## config.mk

```make
export PLATFORM = sky130hd
export DESIGN_NAME = wr_issue_sched
export DESIGN_NICKNAME = d
export VERILOG_FILES = /design/src/rtl/wsched_pkg.sv /design/src/rtl/wsched_byte_merge.sv /design/src/rtl/wsched_bank.sv /design/src/rtl/wsched_rr_arb.sv /design/src/rtl/wr_issue_sched.sv
export SDC_FILE = /design/constraint.sdc
export NUM_CORES = 1
export LEC_CHECK = 0
export CORE_AREA = 8 8 236 238
export CTS_CLUSTER_DIAMETER = 50
export CTS_CLUSTER_SIZE = 24
export DETAILED_ROUTE_END_ITERATION = 7
export DIE_AREA = 0 0 244 246
export PLACE_DENSITY = 0.68
export SLEW_MARGIN = 0
export SYNTH_ARGS = -nofsm -noshare
export SYNTH_HDL_FRONTEND = slang
export SYNTH_SLANG_ARGS = --single-unit
```

## constraint.sdc

```tcl
create_clock -name clk -period 2.7 [get_ports clk]
set_input_delay 0.675 -clock clk [delete_from_list [all_inputs] [get_ports clk]]
set_output_delay 0.675 -clock clk [all_outputs]
set_load 0.005 [all_outputs]
```

## src/rtl/wsched_pkg.sv

```systemverilog
`timescale 1ns/1ps
package wsched_pkg;

    typedef enum logic [1:0] {
        OP_WRITE  = 2'd0,
        OP_MASKWR = 2'd1,
        OP_RMW_RD = 2'd2,
        OP_RMW_WR = 2'd3
    } wr_op_e;

    typedef enum logic [1:0] {
        BK_FREE      = 2'd0,
        BK_READ_WAIT = 2'd1,
        BK_MERGED    = 2'd2
    } bank_st_e;

    typedef enum logic {
        IS_IDLE  = 1'b0,
        IS_OFFER = 1'b1
    } iss_st_e;

endpackage

```

## src/rtl/wsched_byte_merge.sv

```systemverilog
`timescale 1ns/1ps
module wsched_byte_merge #(
    parameter int DW = 64,
    localparam int BY = DW / 8
) (
    input  logic [DW-1:0] new_word,
    input  logic [DW-1:0] old_word,
    input  logic [BY-1:0] sel,
    output logic [DW-1:0] merged
);

    for (genvar g = 0; g < BY; g++) begin : g_lane
        assign merged[g*8 +: 8] = sel[g] ? new_word[g*8 +: 8] : old_word[g*8 +: 8];
    end

endmodule

```

## src/rtl/wsched_bank.sv

```systemverilog
`timescale 1ns/1ps
module wsched_bank
    import wsched_pkg::*;
#(
    parameter int DW = 64,
    parameter int LW = 4,
    parameter int CW = 5,
    localparam int BY = DW / 8
) (
    input  logic          clk,
    input  logic          rst_n,
    input  logic          ecc_en,
    input  logic          hd_valid,
    input  logic [LW-1:0] hd_len,
    input  logic          hd_masked,
    input  logic [BY-1:0] hd_bmask,
    input  logic [DW-1:0] hd_wdata,
    input  logic [CW-1:0] pd_count,
    input  logic          ret_hit,
    input  logic [DW-1:0] ret_data,
    input  logic          acc,
    input  wr_op_e        acc_op,
    output logic          req,
    output wr_op_e        req_op,
    output logic [DW-1:0] merged_q
);

    bank_st_e      st_q, st_d;
    logic [DW-1:0] merge_w;
    logic          enough;

    wsched_byte_merge #(.DW(DW)) u_merge (
        .new_word (hd_wdata),
        .old_word (ret_data),
        .sel      (hd_bmask),
        .merged   (merge_w)
    );

    assign enough = (32'(pd_count) >= 32'(hd_len));

    // state register
    always_ff @(posedge clk or negedge rst_n) begin
        if (!rst_n) begin
            st_q <= BK_FREE;
        end else begin
            st_q <= st_d;
        end
    end

    // merged word holding register
    always_ff @(posedge clk or negedge rst_n) begin
        if (!rst_n) begin
            merged_q <= '0;
        end else if (st_q == BK_READ_WAIT && ret_hit) begin
            merged_q <= merge_w;
        end
    end

    // transitions
    always_comb begin
        st_d = st_q;
        unique case (st_q)
            BK_FREE: begin
                if (acc && acc_op == OP_RMW_RD) begin
                    st_d = BK_READ_WAIT;
                end
            end
            BK_READ_WAIT: begin
                if (ret_hit) begin
                    st_d = BK_MERGED;
                end
            end
            BK_MERGED: begin
                if (acc) begin
                    st_d = BK_FREE;
                end
            end
            default: st_d = BK_FREE;
        endcase
    end

    // request outputs
    always_comb begin
        req    = 1'b0;
        req_op = OP_WRITE;
        unique case (st_q)
            BK_FREE: begin
                req = hd_valid && enough;
                if (hd_masked) begin
                    req_op = ecc_en ? OP_RMW_RD : OP_MASKWR;
                end
            end
            BK_READ_WAIT: begin
                req = 1'b0;
            end
            BK_MERGED: begin
                req    = 1'b1;
                req_op = OP_RMW_WR;
            end
            default: req = 1'b0;
        endcase
    end

endmodule

```

## src/rtl/wsched_rr_arb.sv

```systemverilog
`timescale 1ns/1ps
module wsched_rr_arb #(
    parameter int NB = 4,
    localparam int BW = (NB > 1) ? $clog2(NB) : 1
) (
    input  logic          clk,
    input  logic          rst_n,
    input  logic [NB-1:0] req,
    input  logic          adv,
    output logic          any,
    output logic [BW-1:0] win
);

    logic [BW-1:0] ptr_q;
    int            idx;

    always_ff @(posedge clk or negedge rst_n) begin
        if (!rst_n) begin
            ptr_q <= '0;
        end else if (adv) begin
            ptr_q <= (int'(win) == NB - 1) ? '0 : win + 1'b1;
        end
    end

    // descending scan so the smallest offset from the pointer wins
    always_comb begin
        any = 1'b0;
        win = '0;
        idx = 0;
        for (int k = NB - 1; k >= 0; k--) begin
            idx = int'(ptr_q) + k;
            if (idx >= NB) begin
                idx = idx - NB;
            end
            if (req[idx]) begin
                any = 1'b1;
                win = BW'(idx);
            end
        end
    end

endmodule

```

## src/rtl/wr_issue_sched.sv

```systemverilog
`timescale 1ns/1ps
module wr_issue_sched
    import wsched_pkg::*;
#(
    parameter int NB = 4,
    parameter int AW = 28,
    parameter int DW = 64,
    parameter int LW = 4,
    parameter int CW = 5,
    localparam int BY = DW / 8,
    localparam int BW = (NB > 1) ? $clog2(NB) : 1
) (
    input  logic             clk,
    input  logic             rst_n,
    input  logic             ecc_en,
    input  logic [NB-1:0]    hd_valid,
    input  logic [NB*AW-1:0] hd_addr,
    input  logic [NB*LW-1:0] hd_len,
    input  logic [NB-1:0]    hd_masked,
    input  logic [NB*BY-1:0] hd_bmask,
    input  logic [NB*DW-1:0] hd_wdata,
    input  logic [NB*CW-1:0] pd_count,
    input  logic             rd_ret_valid,
    input  logic [BW-1:0]    rd_ret_bank,
    input  logic [DW-1:0]    rd_ret_data,
    output logic             iss_valid,
    input  logic             iss_ready,
    output logic [1:0]       iss_op,
    output logic [BW-1:0]    iss_bank,
    output logic [AW-1:0]    iss_addr,
    output logic [LW-1:0]    iss_len,
    output logic [BY-1:0]    iss_mask,
    output logic [DW-1:0]    iss_wdata,
    output logic [NB-1:0]    hd_pop,
    output logic [NB-1:0]    pd_take
);

    iss_st_e       st_q, st_d;
    logic [NB-1:0] breq;
    wr_op_e        bop  [NB];
    logic [DW-1:0] bmrg [NB];
    logic          arb_any;
    logic [BW-1:0] arb_win;
    logic          take_slot;
    logic          hs;

    wr_op_e        lat_op;
    logic [BW-1:0] lat_bank;
    logic [AW-1:0] lat_addr;
    logic [LW-1:0] lat_len;
    logic [BY-1:0] lat_mask;
    logic [DW-1:0] lat_wdata;

    assign hs        = (st_q == IS_OFFER) && iss_ready;
    assign take_slot = (st_q == IS_IDLE) && arb_any;

    for (genvar g = 0; g < NB; g++) begin : g_bank
        wsched_bank #(.DW(DW), .LW(LW), .CW(CW)) u_bank (
            .clk      (clk),
            .rst_n    (rst_n),
            .ecc_en   (ecc_en),
            .hd_valid (hd_valid[g]),
            .hd_len   (hd_len[g*LW +: LW]),
            .hd_masked(hd_masked[g]),
            .hd_bmask (hd_bmask[g*BY +: BY]),
            .hd_wdata (hd_wdata[g*DW +: DW]),
            .pd_count (pd_count[g*CW +: CW]),
            .ret_hit  (rd_ret_valid && (rd_ret_bank == BW'(g))),
            .ret_data (rd_ret_data),
            .acc      (hs && (lat_bank == BW'(g))),
            .acc_op   (lat_op),
            .req      (breq[g]),
            .req_op   (bop[g]),
            .merged_q (bmrg[g])
        );
    end

    wsched_rr_arb #(.NB(NB)) u_arb (
        .clk   (clk),
        .rst_n (rst_n),
        .req   (breq),
        .adv   (take_slot),
        .any   (arb_any),
        .win   (arb_win)
    );

    // state register
    always_ff @(posedge clk or negedge rst_n) begin
        if (!rst_n) begin
            st_q <= IS_IDLE;
        end else begin
            st_q <= st_d;
        end
    end

    // transitions
    always_comb begin
        st_d = st_q;
        unique case (st_q)
            IS_IDLE: begin
                if (arb_any) begin
                    st_d = IS_OFFER;
                end
            end
            IS_OFFER: begin
                if (iss_ready) begin
                    st_d = IS_IDLE;
                end
            end
            default: st_d = IS_IDLE;
        endcase
    end

    // capture of the winning command
    always_ff @(posedge clk or negedge rst_n) begin
        if (!rst_n) begin
            lat_op    <= OP_WRITE;
            lat_bank  <= '0;
            lat_addr  <= '0;
            lat_len   <= '0;
            lat_mask  <= '0;
            lat_wdata <= '0;
        end else if (take_slot) begin
            lat_op   <= bop[arb_win];
            lat_bank <= arb_win;
            lat_addr <= hd_addr[arb_win*AW +: AW];
            if (bop[arb_win] == OP_RMW_WR) begin
                lat_len   <= LW'(1);
                lat_wdata <= bmrg[arb_win];
            end else begin
                lat_len   <= hd_len[arb_win*LW +: LW];
                lat_wdata <= '0;
            end
            if (bop[arb_win] == OP_MASKWR || bop[arb_win] == OP_RMW_RD) begin
                lat_mask <= hd_bmask[arb_win*BY +: BY];
            end else begin
                lat_mask <= {BY{1'b1}};
            end
        end
    end

    // outputs
    always_comb begin
        iss_valid = (st_q == IS_OFFER);
        iss_op    = lat_op;
        iss_bank  = lat_bank;
        iss_addr  = lat_addr;
        iss_len   = lat_len;
        iss_mask  = lat_mask;
        iss_wdata = lat_wdata;
        hd_pop    = '0;
        pd_take   = '0;
        for (int b = 0; b < NB; b++) begin
            if (hs && lat_bank == BW'(b)) begin
                hd_pop[b]  = (lat_op != OP_RMW_RD);
                pd_take[b] = (lat_op == OP_RMW_WR);
            end
        end
    end

endmodule

```

==> impl_metrics.tcl, run 1 <==
set metrics [dict create \
    power_density_mw_per_mm2 990 \
    worstPathRequired_ns 3.16 \
    fp.dieW_um 244 \
    worstReg2RegStart "g_bank[2].u_bank.st_q[0]" \
    ys_warn_count 0 \
    syn_to_final_growth_pct 57.4 \
    synth.distinct_cells 44 \
    critical_path.top_delay_family "compound AO/OA/AOI/OAI gates" \
    yosys.area.top_type_share_pct 47.7 \
    std_cell_rows 84 \
    vias 19000 \
    fillers 4272 \
    fin_worst_skew_ns 0.0183 \
    ios 632 \
    rr_worst_depth 15 \
    yosys_most_used_dff "dfrtp_1" \
    max_slew.worst_pin.slew_ns 0.727 \
    worstSetupStartpointType "input port" \
    final-max-slew-violation-count 0 \
    grt_pass1_vias 20300 \
    synth_area_leaders "dfrtp_1 (48%), mux2i_1 (20%), a21oi_1 (5.6%), nor2_1 (4.2%), nand2_1 (3.4%)" \
    first_pass_iters 6 \
    finalCriticalPeriod_ns 3.01 \
    numPortBuffers 631 \
    critPathMaxFanout 7 \
    synth.yosys.seq_area_share_pct 47.7 \
    cts_buffer_depth 3 \
    track_usage_pct 27.4 \
    initialDrtViolationCount 1138 \
    grt_first_pass_wirelength_mm 126 \
    placed_cells 3261 \
    hold_violations 0 \
    gp_congestion 0.962 \
    hold_buffers 0 \
    synthArstFlopShare_pct 100 \
    drc 0 \
    path_buf_inv 7 \
    core_mm2 0.0520 \
    r2r_end "iss_wdata[10]" \
    ys_ff_latch 375 \
    cap_viol_max_count 0 \
    synth_commonest_cells "mux2i_1 (390), dfrtp_1 (375), a21oi_1 (221)" \
    cp.arrival_ns 3.47 \
    ctsRootBufferMaster "clkbuf_16" \
    cts_tree "yes" \
    p_total_mw 30.7 \
    hpwlAfterDp_mm 62.9 \
    finalCritPeriodShare_pct 111 \
    worst_slack_ns -0.309 \
    crit_type "in2reg" \
    avgSynthCellArea_um2 9.93 \
    rsz0062_at_grt "yes" \
    post_dp_cell_area_mm2 0.0278 \
    status "finished, violations left" \
    grt_max_degree 84 \
    wirelength_mm 86.6 \
    numCtsBuffers 42 \
    grt_remaining_overflow 0 \
    syn-num-nets 2515 \
    synth-edff-count 0 \
    dieArea_mm2 0.0600 \
    final_nets 3215 \
    ir_drop_mv 0.754 \
    clock_latency_ns 0.56 \
    max_slew_margin_pct 51.4 \
    start_util_pct 37.8 \
    drive_gt1_share_pct 17.6 \
    setup-tns-final_ns -16.88 \
    p_leak_nw 14.1 \
    finalSetupViolCount 75 \
    clk_pin_slew_worst_paths_ns 0.07 \
    cts_sinks 375 \
    grt_antenna_before_repair 11 \
    whs_ns 0.0452 \
    final_cells 3411 \
    violations "negative setup slack" \
    cp_slowest_cell "o211ai_1" \
    cp.depth 18 \
    syn_area_mm2 0.0197 \
    place_ws_ns -1.26 \
    path_cells "buf_2, inv_2, ha_4, nand2_4, o21ai_4, a21oi_2, o21a_1, o211ai_1, buf_4, mux2i_2, ha_2, inv_2, nor2_4, buf_12, nand2_8, buf_12, buf_16, o221ai_2" \
    wl_per_cell_um 25.4 \
    final_util_pct 59.5 \
    htree_num_levels 2 \
    hp-class "in2async" \
    avgViaCountPerCell 5.57 \
    r2r_slack_ns -0.25 \
    die_h_um 246 \
    yosysTopAreaCell "dfrtp_1" \
    max_freq_ghz 0.332 \
    max_stage_delay_ns 0.27 \
    final_cell_area_mm2 0.0310 \
    synth_cells 1982 \
    ant_nets 0 \
    cp-end-kind "flop" \
    synthMostInstantiatedCell "mux2i_1" \
]
area by class of cell:
class                           count  area, µm²  area share [%]
Timing Repair Buffer              822       8440            27.2
Multi-Input combinational cell   1417      10600            34.2
Inverter                           24        128           0.412
Sequential cell                   375       9390            30.3
Clock inverter                     33        422            1.36
Antenna cell                        7       17.5          0.0565
Clock buffer                       45       1130            3.64
Tap cell                          688        861            2.78
worst max path at each step:
stage	to	slack (ns)	from
finish	iss_wdata[10]	-0.31	hd_len[9]
global route	iss_wdata[4]	-0.41	g_bank[2].u_bank.st_q[0]
CTS	iss_wdata[62]	-0.22	pd_count[15]
detailed placement	iss_wdata[62]	-1.26	pd_count[15]
global placement	iss_addr[3]	-1.14	pd_count[15]
floorplan	iss_wdata[24]	-0.44	pd_count[15]
power breakdown:
part | internal [mW] | switching [mW]
logic | 7.00 | 7.92
clock network | 3.58 | 2.72
registers | 7.99 | 1.47
total | 18.6 | 12.1
layout by cell type (no fill, tap or decap), types with 5 or more instances in the layout:
master	netlist	final
dfrtp_1	375	373
o31ai_1	38	37
mux2i_1	390	386
and3_1	75	74
a211oi_2	0	19
buf_12	0	36
nor2_1	219	212
clkbuf_2	0	10
buf_16	0	11
clkdlybuf4s50_1	0	587
nand2_1	180	176
a21oi_2	0	5
diode_2	0	7
clkbuf_16	0	48
o221ai_2	0	60
inv_2	5	16
nand2b_1	6	5
buf_6	10	15
inv_6	0	10
ha_4	0	15
inv_8	0	6
buf_4	1	132
clkinv_8	0	6
o21ai_0	69	66
a21oi_1	221	216
a211oi_1	80	60
dlygate4sd2_1	0	10
buf_2	26	8
cell families after synthesis:
group	after synthesis	synth area share (%)
AOI/OAI and AO/OA	501	16.1
adders and majority gates	18	1.14
buffers and inverters	190	4.19
DFF	375	47.7
muxes	390	19.8
and+or+nand+nor	508	11.0
registers in the layout, summed over array words and instances, names as in the netlist:
name,cells
iss_valid,1
iss_bank,2
u_arb.ptr_q,2
iss_addr,28
iss_op,2
iss_len,4
iss_wdata,64
iss_mask,8
g_bank.u_bank.merged_q,256
g_bank.u_bank.st_q,8
metal layers:
layer	routed length [µm]	GRT usage, %
met3	6060	6.29
met2	43800	48.5
met4	4660	14.3
met5	65	0
met1	32100	30.6
repair_timing:
action,in CTS,in global routing
gates cloned,13,3
setup buffers,53,5
endpoints found under the setup margin,117,111
resized for setup,226,103
pin swaps,75,45
Power figures use the tool's default switching activity.
==> run 2, diff against run 1 <==
CELL_PAD_IN_SITES_DETAIL_PLACEMENT = 1   (was not set)
CELL_PAD_IN_SITES_GLOBAL_PLACEMENT = 1   (was not set)
CORE_AREA = 8 8 212 315   (was 8 8 236 238)
DIE_AREA = 0 0 220 323   (was 0 0 244 246)
PLACE_DENSITY = 0.75   (was 0.68)
SLEW_MARGIN = 20   (was 0)
==> impl_metrics.tcl, run 2 (synthesis results as in run 1) <==
set metrics [dict create \
    cp.arrival_ns 3.57 \
    hold_violations 0 \
    fin_worst_skew_ns 0.0320 \
    clock_latency_ns 0.55 \
    fillers 6673 \
    track_usage_pct 25.6 \
    setup-tns-final_ns -28.47 \
    power_density_mw_per_mm2 1060 \
    hold_buffers 0 \
    final_nets 3222 \
    p_leak_nw 14.3 \
    post_dp_cell_area_mm2 0.0279 \
    final_util_pct 51.1 \
    multi_input_area_mm2 0.0110 \
    worstPathRequired_ns 3.13 \
    start_util_pct 31.8 \
    dieArea_mm2 0.0711 \
    worstReg2RegStart "g_bank[2].u_bank.st_q[0]" \
    drc 0 \
    grt_first_pass_wirelength_mm 139 \
    layout_common_cells "clkdlybuf4s50_1 (586), mux2i_1 (382), dfrtp_1 (375)" \
    final_cell_area_mm2 0.0317 \
    drive_gt1_share_pct 19.1 \
    wl_per_cell_um 28.6 \
    largest-register "g_bank.u_bank.merged_q" \
    final-max-slew-violation-count 0 \
    finalCritPeriodShare_pct 116 \
    rr_worst_depth 15 \
    clk_pin_slew_worst_paths_ns 0.07 \
    violations "negative setup slack" \
    placed_cells 3380 \
    critPathMaxFanout 6 \
    wirelength_mm 101 \
    cts_buffer_depth 3 \
    cts_tree "yes" \
    r2r_end "iss_wdata[32]" \
    first_pass_iters 5 \
    core_mm2 0.0619 \
    vias 19600 \
    fp.dieW_um 220 \
    ant_nets 0 \
    ctsRootBufferMaster "clkbuf_16" \
    hp-class "in2async" \
    grt_pass1_vias 21600 \
    initialDrtViolationCount 1185 \
    htree_num_levels 2 \
    rsz0062_at_grt "yes" \
    gp_congestion 0.896 \
    die_h_um 323 \
    place_ws_ns -1.51 \
    regArea_mm2 0.00938 \
    numPortBuffers 631 \
    numCtsBuffers 37 \
    status "finished, violations left" \
    cts_sinks 375 \
    crit_type "in2reg" \
    final_cells 3534 \
    max_slew_margin_pct 44.3 \
    avgViaCountPerCell 5.54 \
    grt_antenna_before_repair 23 \
    largest_reg_flops 256 \
    finalSetupViolCount 109 \
    grt_remaining_overflow 0 \
    finalCriticalPeriod_ns 3.13 \
    worstSetupStartpointType "input port" \
    cp-end-kind "flop" \
    final_common_cell "clkdlybuf4s50_1" \
    r2r_slack_ns -0.41 \
    max_freq_ghz 0.319 \
    std_cell_rows 112 \
    ir_drop_mv 0.682 \
    grt_max_degree 83 \
    cap_viol_max_count 0 \
    ios 632 \
    hpwlAfterDp_mm 68.0 \
    max_slew.worst_pin.slew_ns 0.835 \
    syn_to_final_growth_pct 60.9 \
    worst_slack_ns -0.434 \
]
==> run 2: critical path, stage by stage <==
cell             delay, ns
clkdlybuf4s15_1       0.22
ha_4                  0.29
nor2b_4               0.05
o21ai_4               0.23
a21oi_4               0.10
o21a_1                0.20
o211ai_1              0.24
buf_4                 0.20
mux2i_1               0.23
ha_2                  0.23
inv_2                 0.05
nor2_4                0.14
buf_12                0.15
nand2_8               0.14
clkbuf_16             0.23
o221ai_2              0.19
==> run 2: through the flow <==
stage          hold slack [ns]  power, mW
2_1_floorplan            0.379       17.1
3_3_place_gp             0.461       22.3
3_5_place_dp             0.468       23.0
4_1_cts                 0.0485       30.9
5_1_grt                 0.0666       35.2
6_report                0.0524       33.6
==> run 2: worst max path at each step <==
stage	startpoint	end	slack, ns
after floorplan	pd_count[15]	iss_wdata[24]	-0.44
after global placement	hd_len[9]	iss_addr[22]	-1.51
after detailed placement	pd_count[15]	iss_addr[22]	-1.51
after CTS	pd_count[15]	iss_wdata[29]	-0.28
after global routing	hd_len[4]	iss_wdata[46]	-0.50
final	hd_len[8]	iss_wdata[32]	-0.43
==> run 2: layout make-up <==
cell class / count / area share, %
antenna: 21 / 0.166
clock buffer: 42 / 3.08
clock inverter: 23 / 1.06
inverter: 24 / 0.447
multi-input combinational: 1418 / 34.6
sequential: 375 / 29.6
tap: 798 / 3.15
timing repair buffer: 833 / 27.8
==> run 2: per-layer routing <==
metal  up-vias  wire, µm  global-route usage [%]
met4        10      5910                    13.9
met2       825     51400                    45.3
met3       261      6740                    5.49
li1       8586         -                       -
met5         -        63                       0
met1      9901     36900                    28.3
==> run 2: what timing repair did <==
action | CTS | global route
gates cloned | 11 | 17
pin swaps | 55 | 70
hold endpoints to repair | 0 | 0
endpoints found under the setup margin | 119 | 113
resized for setup | 227 | 160
setup buffers | 28 | 17
==> run 2: report_power, final <==
part           internal, mW  switching, mW  total, mW  leakage, nW
Clock                  3.13           2.60       5.73        0.642
Sequential             7.99           1.57       9.56         4.86
Combinational          8.56           9.76       18.3         8.76
Total                  19.7           13.9       33.6         14.3
==> run 3, diff against run 2 <==
CORE_AREA = 2 2 206 309   (was 8 8 212 315)
DIE_AREA = 0 0 208 311   (was 0 0 220 323)
PLACE_DENSITY = not set   (was 0.75)
PLACE_DENSITY_LB_ADDON = 0.1   (was not set)
==> impl_metrics.tcl, run 3 (synthesis results as in run 1) <==
set metrics [dict create \
    cp_slowest_cell "mux2i_4" \
    cts_buffer_depth 3 \
    fin_worst_skew_ns 0.0280 \
    grt_use_met3_pct 4.95 \
    core_mm2 0.0619 \
    r2r_slack_ns -0.12 \
    final-max-slew-violation-count 0 \
    place_ws_ns -1.50 \
    whs_ns 0.0418 \
    grt.busiest_layer "met2" \
    rsz0062_at_grt "yes" \
    crit_type "in2reg" \
    setup-tns-final_ns -15.63 \
    track_usage_pct 28.1 \
    wl_per_cell_um 26.5 \
    largest_reg_flops 256 \
    layout_common_cells "clkdlybuf4s50_1 (587), mux2i_1 (385), dfrtp_1 (373)" \
    worstSetupStartpointType "input port" \
    path_cells "clkdlybuf4s15_2, ha_4, buf_4, o31ai_4, buf_6, o31a_1, nand3_1, o211ai_1, buf_4, mux2i_4, ha_2, inv_2, nor2_4, buf_12, nand2_8, buf_12, buf_16, o221ai_2" \
    final_common_cell "clkdlybuf4s50_1" \
    numPortBuffers 631 \
    gp_congestion 0.875 \
    drc 0 \
    multi_input_area_mm2 0.0105 \
    p_leak_nw 14.0 \
    ios 632 \
    numCtsBuffers 37 \
    finalSetupViolCount 71 \
    first_pass_iters 4 \
    wirelength_mm 92.8 \
    hp-class "in2async" \
    drive_gt1_share_pct 16.8 \
    max_stage_delay_ns 0.23 \
    finalCritPeriodShare_pct 111 \
    final_nets 3208 \
    cp-end-kind "flop" \
    ant_nets 0 \
    clock_latency_ns 0.56 \
    dieArea_mm2 0.0647 \
    std_cell_rows 112 \
    p_total_mw 30.7 \
    grt_use_met2_pct 51.6 \
    fillers 6727 \
    hold_violations 0 \
    max_freq_ghz 0.335 \
    finalCriticalPeriod_ns 2.99 \
    max_slew.worst_pin.slew_ns 0.594 \
    path_buf_inv 8 \
    grt_remaining_overflow 0 \
    critical_path.top_delay_family "buffers and inverters" \
    grt_pass1_vias 20900 \
    ir_drop_mv 0.701 \
    violations "negative setup slack" \
    vias 18800 \
    worst_slack_ns -0.289 \
    ctsRootBufferMaster "clkbuf_16" \
    power_density_mw_per_mm2 991 \
    final_util_pct 50.0 \
    cp.arrival_ns 3.45 \
    critPathMaxFanout 7 \
    clk_pin_slew_worst_paths_ns 0.08 \
    syn_to_final_growth_pct 57.4 \
    largest-register "g_bank.u_bank.merged_q" \
    max_slew_margin_pct 60.3 \
    grt_antenna_before_repair 11 \
    die_h_um 311 \
    fp.dieW_um 208 \
    hpwlAfterDp_mm 67.0 \
    worstPathRequired_ns 3.16 \
    regArea_mm2 0.00939 \
    htree_num_levels 2 \
    status "finished, violations left" \
    grt_use_met1_pct 32.7 \
    grt_first_pass_wirelength_mm 138 \
    initialDrtViolationCount 826 \
    cap_viol_max_count 0 \
    cts_tree "yes" \
    grt_max_degree 80 \
    avgViaCountPerCell 5.35 \
    cts_sinks 375 \
    start_util_pct 31.8 \
]
-- run 3: cell count changes in the layout (fill, tap and decap cells not counted), moves of 4 or more --
cell	before	now
buf_4	125	118
clkinv_8	2	6
dlygate4sd2_1	14	19
clkbuf_2	10	0
diode_2	21	3
a211oi_4	15	1
buf_2	1	8
a211oi_2	49	27
clkbuf_16	49	41
nand2_1	170	176
a211oi_1	16	52
buf_12	32	42
-- run 3: repair_timing --
item / CTS / global route
cloned: 16 / 2
hold buffers: 0 / 0
buffers inserted: 32 / 4
gates resized for setup: 252 / 42
pin swaps: 66 / 10
setup endpoints to repair: 118 / 104
-- run 3: stage by stage --
step | instance area, µm² | instances
3_5_place_dp | 28000 | 3381
3_3_place_gp | 28000 | 3381
6_report | 31000 | 3504
5_1_grt | 31000 | 3503
4_1_cts | 30700 | 3495
2_1_floorplan | 20000 | 1982
-- run 3: report_power, final --
group | internal (mW) | total, mW | leakage, nW | switching, mW
clock | 3.04 | 5.75 | 0.647 | 2.71
sequential | 7.99 | 9.49 | 4.86 | 1.51
combinational | 7.22 | 15.5 | 8.53 | 8.24
-- run 3: layout make-up --
cell class / instances / share of cell area [%]
Multi-Input combinational cell: 1418 / 33.9
Sequential cell: 375 / 30.3
Clock buffer: 41 / 3.21
Clock inverter: 26 / 1.11
Antenna cell: 3 / 0.0242
Tap cell: 798 / 3.22
Inverter: 24 / 0.420
Timing Repair Buffer: 819 / 27.8
-- run 3: worst paths after layout --
check,startpoint,end,depth (start not counted)
max,pd_count[18],iss_wdata[54],18
min,rst_n,g_bank[1].u_bank.merged_q[40],1
max reg2reg,g_bank[3].u_bank.st_q[0],iss_wdata[54],15
min reg2reg,g_bank[0].u_bank.merged_q[20],g_bank[0].u_bank.merged_q[20],2
max in group asynchronous,rst_n,iss_addr[10],2
min in group clk,g_bank[0].u_bank.merged_q[20],g_bank[0].u_bank.merged_q[20],2
-- run 3: layer usage --
metal | vias up | wire length (µm)
met5 | - | 110
met4 | 16 | 3420
met1 | 9448 | 36300
li1 | 8555 | -
met2 | 590 | 48500
met3 | 142 | 4430
